<file path="src/rtl/i2c_tgt_pkg.sv">
package i2c_tgt_pkg;

  typedef enum logic [3:0] {
    ST_IDLE,
    ST_DEV,
    ST_DEV_ACK,
    ST_REG,
    ST_REG_ACK,
    ST_WDAT,
    ST_WDAT_ACK,
    ST_RDAT,
    ST_HOST_ACK,
    ST_SKIP
  } tgt_state_e;

  // Round a duration in ns up to whole clock cycles.
  function automatic int unsigned ns_to_cyc(int unsigned ns, int unsigned mhz);
    return (ns * mhz + 999) / 1000;
  endfunction

  // Target address selected by the strap.
  function automatic logic [6:0] own_addr(logic strap);
    return strap ? 7'b1000100 : 7'b1000011;
  endfunction

  function automatic logic addr_hit(logic [7:0] b, logic strap);
    return b[7:1] == own_addr(strap);
  endfunction

endpackage

</file>
<file path="src/rtl/i2c_tgt_filt.sv">
module i2c_tgt_filt #(
  parameter int unsigned RUN = 6
) (
  input  logic clk,
  input  logic rst_n,
  input  logic pad_i,
  output logic line_o
);
  localparam int unsigned CW = $clog2(RUN + 1);

  logic          s1, s2;
  logic [CW-1:0] run_cnt;

  // Two-stage synchroniser, then the output follows only a level that
  // differs from it for RUN consecutive cycles.
  always_ff @(posedge clk or negedge rst_n) begin
    if (!rst_n) begin
      s1      <= 1'b1;
      s2      <= 1'b1;
      line_o  <= 1'b1;
      run_cnt <= '0;
    end else begin
      s1 <= pad_i;
      s2 <= s1;
      if (s2 == line_o) begin
        run_cnt <= '0;
      end else if (run_cnt == CW'(RUN - 1)) begin
        line_o  <= s2;
        run_cnt <= '0;
      end else begin
        run_cnt <= run_cnt + 1'b1;
      end
    end
  end
endmodule

</file>
<file path="src/rtl/i2c_tgt_events.sv">
module i2c_tgt_events (
  input  logic clk,
  input  logic rst_n,
  input  logic scl_f,
  input  logic sda_f,
  output logic scl_rise,
  output logic scl_fall,
  output logic start_evt,
  output logic stop_evt
);
  logic scl_q, sda_q;

  always_ff @(posedge clk or negedge rst_n) begin
    if (!rst_n) begin
      scl_q <= 1'b1;
      sda_q <= 1'b1;
    end else begin
      scl_q <= scl_f;
      sda_q <= sda_f;
    end
  end

  assign scl_rise  = scl_f & ~scl_q;
  assign scl_fall  = ~scl_f & scl_q;
  assign start_evt = scl_f & scl_q & sda_q & ~sda_f;
  assign stop_evt  = scl_f & scl_q & ~sda_q & sda_f;
endmodule

</file>
<file path="src/rtl/i2c_tgt_fsm.sv">
module i2c_tgt_fsm
  import i2c_tgt_pkg::*;
#(
  parameter int unsigned HOLD_CYC = 30
) (
  input  logic       clk,
  input  logic       rst_n,
  input  logic       addr_sel,
  input  logic       scl_f,
  input  logic       sda_f,
  input  logic       scl_rise,
  input  logic       scl_fall,
  input  logic       start_evt,
  input  logic       stop_evt,
  output logic       sda_oe,
  output logic [7:0] reg_addr,
  output logic       reg_we,
  output logic [7:0] reg_wdata,
  output logic       reg_re,
  input  logic [7:0] reg_rdata
);
  localparam int unsigned HW = $clog2(HOLD_CYC + 1);

  tgt_state_e    state;
  logic [3:0]    bcnt;
  logic [7:0]    shreg, tx, ptr;
  logic          rd_dir, wdone, hpend;
  logic [HW-1:0] hcnt;
  logic          sda_want;
  logic          byte_done;

  assign byte_done = scl_fall && (bcnt == 4'd8);
  assign reg_addr  = ptr;

  always_comb begin
    unique case (state)
      ST_DEV_ACK, ST_REG_ACK, ST_WDAT_ACK: sda_want = 1'b1;
      ST_RDAT:                             sda_want = ~tx[7];
      default:                             sda_want = 1'b0;
    endcase
  end

  always_ff @(posedge clk or negedge rst_n) begin
    if (!rst_n) begin
      state     <= ST_IDLE;
      bcnt      <= '0;
      shreg     <= '0;
      tx        <= '0;
      ptr       <= '0;
      rd_dir    <= 1'b0;
      wdone     <= 1'b0;
      hpend     <= 1'b0;
      hcnt      <= '0;
      sda_oe    <= 1'b0;
      reg_we    <= 1'b0;
      reg_wdata <= '0;
      reg_re    <= 1'b0;
    end else begin
      reg_we <= 1'b0;
      reg_re <= 1'b0;
      if (reg_re) tx <= reg_rdata;
      if (start_evt) begin
        state  <= ST_DEV;
        bcnt   <= '0;
        wdone  <= 1'b0;
        hpend  <= 1'b0;
        sda_oe <= 1'b0;
      end else if (stop_evt) begin
        state  <= ST_IDLE;
        hpend  <= 1'b0;
        sda_oe <= 1'b0;
      end else begin
        if (scl_rise) begin
          unique case (state)
            ST_DEV, ST_REG, ST_WDAT: begin
              shreg <= {shreg[6:0], sda_f};
              bcnt  <= bcnt + 1'b1;
            end
            ST_RDAT: bcnt <= bcnt + 1'b1;
            default: ;
          endcase
        end
        if (scl_fall) begin
          hpend <= 1'b1;
          hcnt  <= HW'(HOLD_CYC - 1);
          unique case (state)
            ST_DEV: if (byte_done) begin
              bcnt <= '0;
              if (addr_hit(shreg, addr_sel)) begin
                state  <= ST_DEV_ACK;
                rd_dir <= shreg[0];
                reg_re <= shreg[0];
              end else begin
                state <= ST_SKIP;
              end
            end
            ST_DEV_ACK: begin
              state <= rd_dir ? ST_RDAT : ST_REG;
              bcnt  <= '0;
            end
            ST_REG: if (byte_done) begin
              ptr   <= shreg;
              state <= ST_REG_ACK;
            end
            ST_REG_ACK: begin
              state <= ST_WDAT;
              bcnt  <= '0;
            end
            ST_WDAT: if (byte_done) begin
              if (!wdone) begin
                reg_we    <= 1'b1;
                reg_wdata <= shreg;
                wdone     <= 1'b1;
                state     <= ST_WDAT_ACK;
              end else begin
                state <= ST_SKIP;
              end
            end
            ST_WDAT_ACK: begin
              state <= ST_WDAT;
              bcnt  <= '0;
            end
            ST_RDAT: begin
              if (bcnt == 4'd8) state <= ST_HOST_ACK;
              else              tx    <= {tx[6:0], 1'b0};
            end
            ST_HOST_ACK: state <= ST_SKIP;
            default: ;
          endcase
        end else if (hpend) begin
          if (hcnt == '0) begin
            hpend  <= 1'b0;
            sda_oe <= sda_want;
          end else begin
            hcnt <= hcnt - 1'b1;
          end
        end
      end
    end
  end

  // Checker state: cycles since the last filtered SCL fall, saturating.
  logic [HW:0] since_fall;
  always_ff @(posedge clk or negedge rst_n) begin
    if (!rst_n)                             since_fall <= '0;
    else if (scl_fall)                      since_fall <= '0;
    else if (since_fall != {(HW + 1){1'b1}}) since_fall <= since_fall + 1'b1;
  end


  hold_after_fall_chk: assert property (@(posedge clk) disable iff (!rst_n)
    ($changed(sda_oe) && !$past(start_evt) && !$past(stop_evt))
      |-> (since_fall >= (HW + 1)'(HOLD_CYC) && !scl_f));


  stop_release_chk: assert property (@(posedge clk) disable iff (!rst_n)
    stop_evt |=> !sda_oe);


  we_single_chk: assert property (@(posedge clk) disable iff (!rst_n)
    reg_we |=> !reg_we);


  strobe_excl_chk: assert property (@(posedge clk) disable iff (!rst_n)
    !(reg_we && reg_re));
endmodule

</file>
<file path="src/rtl/i2c_reg_target.sv">
module i2c_reg_target
  import i2c_tgt_pkg::*;
#(
  parameter int unsigned CLK_MHZ   = 100,
  parameter int unsigned GLITCH_NS = 50,
  parameter int unsigned HOLD_NS   = 300
) (
  input  logic       clk,
  input  logic       rst_n,
  input  logic       addr_sel,
  input  logic       scl_i,
  input  logic       sda_i,
  output logic       sda_oe,
  output logic [7:0] reg_addr,
  output logic       reg_we,
  output logic [7:0] reg_wdata,
  output logic       reg_re,
  input  logic [7:0] reg_rdata
);
  localparam int unsigned FILT_RUN = ns_to_cyc(GLITCH_NS, CLK_MHZ) + 1;
  localparam int unsigned HOLD_CYC = ns_to_cyc(HOLD_NS, CLK_MHZ);

  logic [1:0] pad_raw, pad_f;
  logic       scl_rise, scl_fall, start_evt, stop_evt;

  assign pad_raw = {sda_i, scl_i};

  for (genvar g = 0; g < 2; g++) begin : g_filt
    i2c_tgt_filt #(.RUN(FILT_RUN)) u_filt (
      .clk    (clk),
      .rst_n  (rst_n),
      .pad_i  (pad_raw[g]),
      .line_o (pad_f[g])
    );
  end

  i2c_tgt_events u_events (
    .clk       (clk),
    .rst_n     (rst_n),
    .scl_f     (pad_f[0]),
    .sda_f     (pad_f[1]),
    .scl_rise  (scl_rise),
    .scl_fall  (scl_fall),
    .start_evt (start_evt),
    .stop_evt  (stop_evt)
  );

  i2c_tgt_fsm #(.HOLD_CYC(HOLD_CYC)) u_fsm (
    .clk       (clk),
    .rst_n     (rst_n),
    .addr_sel  (addr_sel),
    .scl_f     (pad_f[0]),
    .sda_f     (pad_f[1]),
    .scl_rise  (scl_rise),
    .scl_fall  (scl_fall),
    .start_evt (start_evt),
    .stop_evt  (stop_evt),
    .sda_oe    (sda_oe),
    .reg_addr  (reg_addr),
    .reg_we    (reg_we),
    .reg_wdata (reg_wdata),
    .reg_re    (reg_re),
    .reg_rdata (reg_rdata)
  );
endmodule

</file>
<file path="config.mk">
export PLATFORM = sky130hd
export DESIGN_NAME = i2c_reg_target
export DESIGN_NICKNAME = d
export VERILOG_FILES = /design/src/rtl/i2c_tgt_pkg.sv /design/src/rtl/i2c_tgt_filt.sv /design/src/rtl/i2c_tgt_events.sv /design/src/rtl/i2c_tgt_fsm.sv /design/src/rtl/i2c_reg_target.sv
export SDC_FILE = /design/constraint.sdc
export NUM_CORES = 1
export LEC_CHECK = 0
export BUFFER_PORTS_ARGS = -buffer_cell sky130_fd_sc_hd__buf_2
export CORE_AREA = 3 3 133 84
export DETAILED_ROUTE_END_ITERATION = 6
export DIE_AREA = 0 0 136 87
export HOLD_SLACK_MARGIN = 0.12
export PLACE_DENSITY = 0.48
export REMOVE_ABC_BUFFERS = 1
export SLEW_MARGIN = 20
export SYNTH_ARGS = -nofsm -noshare
export SYNTH_HDL_FRONTEND = slang
export SYNTH_HIERARCHICAL = 1
export SYNTH_SLANG_ARGS = --single-unit
</file>
<file path="constraint.sdc">
create_clock -name clk -period 5.9 [get_ports clk]
set_input_delay 0.59 -clock clk [delete_from_list [all_inputs] [get_ports clk]]
set_output_delay 0.59 -clock clk [all_outputs]
set_load 0.1 [all_outputs]
</file>
==> results by group <==
Global route
  • Gr usage total: between 10% and 20%
  • Number of global-route vias before repair: about 2,000
  • Antenna violations before repair: 0
  • Global-route wire length before repair: between 10,000 and 15,000 microns
  • Remaining global-route overflow: 0
  • Maximum number of pins on one net before global-route repair: 66

Critical path
  • Required time of the critical path: just over 6 ns
  • WS Path Type: reg -> reg
  • Setup crit start kind: register
  • Kind of end point of the critical path: register
  • Data arrival time of the critical path: 3.04 ns
  • Worst reg2reg path depth: 5
  • Largest driver fanout on the critical path: 9

Floorplanning
  • Die span in x: between 100 and 150 microns
  • Number of core rows: 28
  • Boundary Pins: 32
  • Area enclosed by the die boundary: around 12,000 sq um
  • Total core area: around 10000 sq um
  • Starting utilization of the core area: a little under a third
  • Die extent in y: about 87 microns

Route
  • Detailed-route wire length per cell: around 14 microns
  • Detailed-route wire length: 6124 microns
  • 1st-iter DRT viols: around 90
  • Remaining design rule violation count: 0
  • Residual antenna-violating net count after detailed routing: 0
  • Vias per std cell: between 4 and 5
  • First drt pass iteration count: 4
  • Overall via count from detail_route: just over 2,000

Synth
  • Syn_area_per_cell: about 11 sq um
  • Count of yosys warnings during synthesis: 6
  • Flip-flop and latch count after synthesis: between 60 and 70
  • Number of distinct library cell variants in the gate-level netlist after synthesis: between 40 and 50
  • Gate Count Post-Synth: 264
  • Share of the yosys chip area belonging to registers: a little under three fifths
  • Post-Synthesis Cell Area: 2973 sq um

Timing
  • Post-layout minimum cycle time: 2.825 ns
  • Number of endpoints with negative hold slack in the final report: 0
  • Final-report setup violation count: 0
  • Setup repair after global routing missed its margin: no
  • Peak clock frequency supported by timing: 0.3540 GHz
  • Skew final: ~0.0050 ns
  • Final setup TNS: 0 ns
  • Slew at the pin closest to its max-slew limit: about 0.83 ns
  • Final count of pins violating max slew: 0
  • Ratio of final minimum period to clock period: 47.88%
  • Max_slew headroom: between 40% and 50%

Place
  • HPWL after detailed placement: 4216 microns
  • RePlAce Congestion: between 0.7 and 0.8
  • Number of port buffers: 31

Cells and area
  • Nets: between 300 and 400
  • Share of the core filled with cells: a little over a third
  • Number of fill cells in the layout: a little over 1,000
  • Area growth from synthesis to layout: 19.57%
  • Share of final-layout standard cells stronger than drive strength 1: 28.71%
  • Count of inserted antenna diode cells: 0

Worst hold path
  • Hold path depth: 0
  • Worst min-delay path class: reg -> reg

Clocking
  • Count of hold buffers inserted by post-cts repair: 0
  • Clock transition time at the flip-flop clock pins of the worst setup and hold paths: ~0.05 ns
  • Number of instances resized during post-cts repair: 0
  • Insertion delay to the later sink of the worst-skew pair: 0.33 ns
  • Clock tree from TritonCTS: built
  • TritonCTS Sinks: 65
  • Depth of the CTS H-tree: 3
  • Buffers inserted by post-CTS timing repair: 0
  • CTS Buf Count: 9
  • Number of buffers on the longest clock path: 2
  • Root cell of the clock tree: clkbuf_16

Power and ir drop
  • Leakage Power: roughly 0.0016 uW
  • Power density over the cells: 364.6 nW/um^2
  • Peak supply drop: between 0.1 and 0.15 mV

Flow run
  • Max-capacitance violation count: 0

Run status
  • Outcome: finished clean
## state kept, by name, indices dropped and copies added (netlist names), 2 cells and up
signal	count
g_filt.u_filt/line_o	2
u_fsm/bcnt	4
g_filt.u_filt/run_cnt	6
u_fsm/shreg	8
u_fsm/state	4
u_fsm/tx	8
g_filt.u_filt/s2	2
u_fsm/hcnt	5
u_fsm/reg_wdata	8
u_fsm/reg_addr	8
g_filt.u_filt/s1	2
## final timing paths
kind                                               start                                     to  slack, ns
setup / recovery                u_events/scl_q$_DFF_PN1_         u_fsm/reg_wdata[7]$_DFFE_PN0P_       3.08
hold / removal             g_filt[1].u_filt/s1$_DFF_PN1_          g_filt[1].u_filt/s2$_DFF_PN1_       0.36
setup reg to reg                u_events/scl_q$_DFF_PN1_         u_fsm/reg_wdata[7]$_DFFE_PN0P_       3.08
hold reg to reg            g_filt[1].u_filt/s1$_DFF_PN1_          g_filt[1].u_filt/s2$_DFF_PN1_       0.36
max in group asynchronous                          rst_n  g_filt[0].u_filt/run_cnt[2]$_DFF_PN0_       4.91
min in group asynchronous                          rst_n                  u_fsm/tx[3]$_DFF_PN0_       0.44
## logic make-up (layout without fill, tap and decap cells)
family	Yosys count	count (layout)	synth area share, %
AND/OR/NAND/NOR	99	99	19.32
flip-flops	65	65	55.05
AO/OA/AOI/OAI	43	43	8.418
multiplexers	33	33	12.16
buffers and inverters	16	55	2.188
adder cells (fa/ha/maj)	4	4	1.684
XOR/XNOR	4	4	1.178
## power breakdown
group          switching [uW]  internal, uW
logic                     118          97.2
registers                78.2           514
clock network             194           295
total                     389           906
## layout make-up
cell class	count	area, sq um	share of cell area (%)
clock buffer	10	239.0	6.723
clock inverter	6	41.29	1.162
inverter	7	26.28	0.7392
multi-input combinational	183	1280	36.01
sequential	65	1637	46.04
tap	135	168.9	4.752
timing repair buffer	32	162.7	4.576
## per-stage QoR
| stage | setup WS [ns] | instances | instance area [sq um] | hold WS, ns | power (uW) |
|---|---|---|---|---|---|
| 6_report | 3.075 | 438 | 3555 | 0.3555 | 1296 |
| 5_1_grt | 2.949 | 438 | 3555 | 0.3449 | 1386 |
| 4_1_cts | 3.006 | 438 | 3546 | 0.3423 | 1312 |
| 3_5_place_dp | 3.013 | 422 | 3266 | 0.3472 | 811.1 |
| 3_3_place_gp | 3.101 | 422 | 3266 | 0.3494 | 805.6 |
| 2_1_floorplan | 3.397 | 255 | 2934 | 0.2944 | 738.0 |
## metal layers
layer	part of all wire [%]	vias to the layer above	global-route usage [%]
met4	1.2	0	4.941
met3	6.5	6	3.984
met5	0	-	0
li1	-	1016	-
met2	38	41	14.32
met1	54	981	17.27
## synth_stat cells (all sizes together)
master,number,share of area (%)
or3,3,0.63
xnor2,4,1.2
nor2b,3,0.63
or2,2,0.42
a31oi,5,1.1
nor2,20,3.1
nor3b,1,0.25
dfstp,8,7.1
o31ai,3,0.76
inv,7,0.88
o31a,1,0.29
a21oi,13,2.2
nand4b,1,0.29
o21a,1,0.25
nor4b,3,1.1
ha,4,1.7
nand3b,4,1.0
nor4bb,3,1.0
a2bb2oi,1,0.29
mux2,25,9.5
nand2b,7,1.5
mux2i,8,2.7
buf,3,0.55
and3,1,0.21
o21ai,16,2.7
or4,2,0.63
or3b,4,1.2
nand4,3,0.63
and4b,2,0.67
o211ai,1,0.25
nor4,3,0.84
or4b,1,0.34
clkbuf,6,0.76
o21ba,1,0.34
nand3,1,0.17
o32ai,1,0.29
nand2,27,3.4
nor3,8,1.3
dfrtp,57,48
## critical path, stage by stage (launching register included)
cell and delay [ns]:
dfstp_2 0.54, nor2b_1 0.45, or3b_1 0.54, or4_4 0.61, nor2_8 0.20, mux2_2 0.36
## cell usage in the layout (no fill, tap or decap), types with 2 or more instances in the layout
cell	synthesis	routed
or2_2	2	2
nor2b_1	3	3
dfstp_2	8	8
nor2_1	19	19
o21ai_0	16	16
o31ai_1	3	3
buf_2	1	31
mux2_2	23	23
xnor2_1	4	4
dfrtp_1	57	57
mux2_1	2	2
ha_1	4	4
and4b_1	2	2
mux2i_1	8	8
nor3_1	8	8
a21oi_1	13	13
nand3b_1	4	4
a31oi_1	5	5
clkinvlp_4	0	3
or3b_1	3	3
nand4_1	3	3
nor4bb_1	3	3
nand2_1	27	27
nor4_1	2	2
clkbuf_16	0	9
nor4b_1	2	2
nand2b_1	7	7
inv_1	7	7
clkinv_2	0	2
or3_1	3	3
Note: power is estimated with default switching activity, not from simulation.
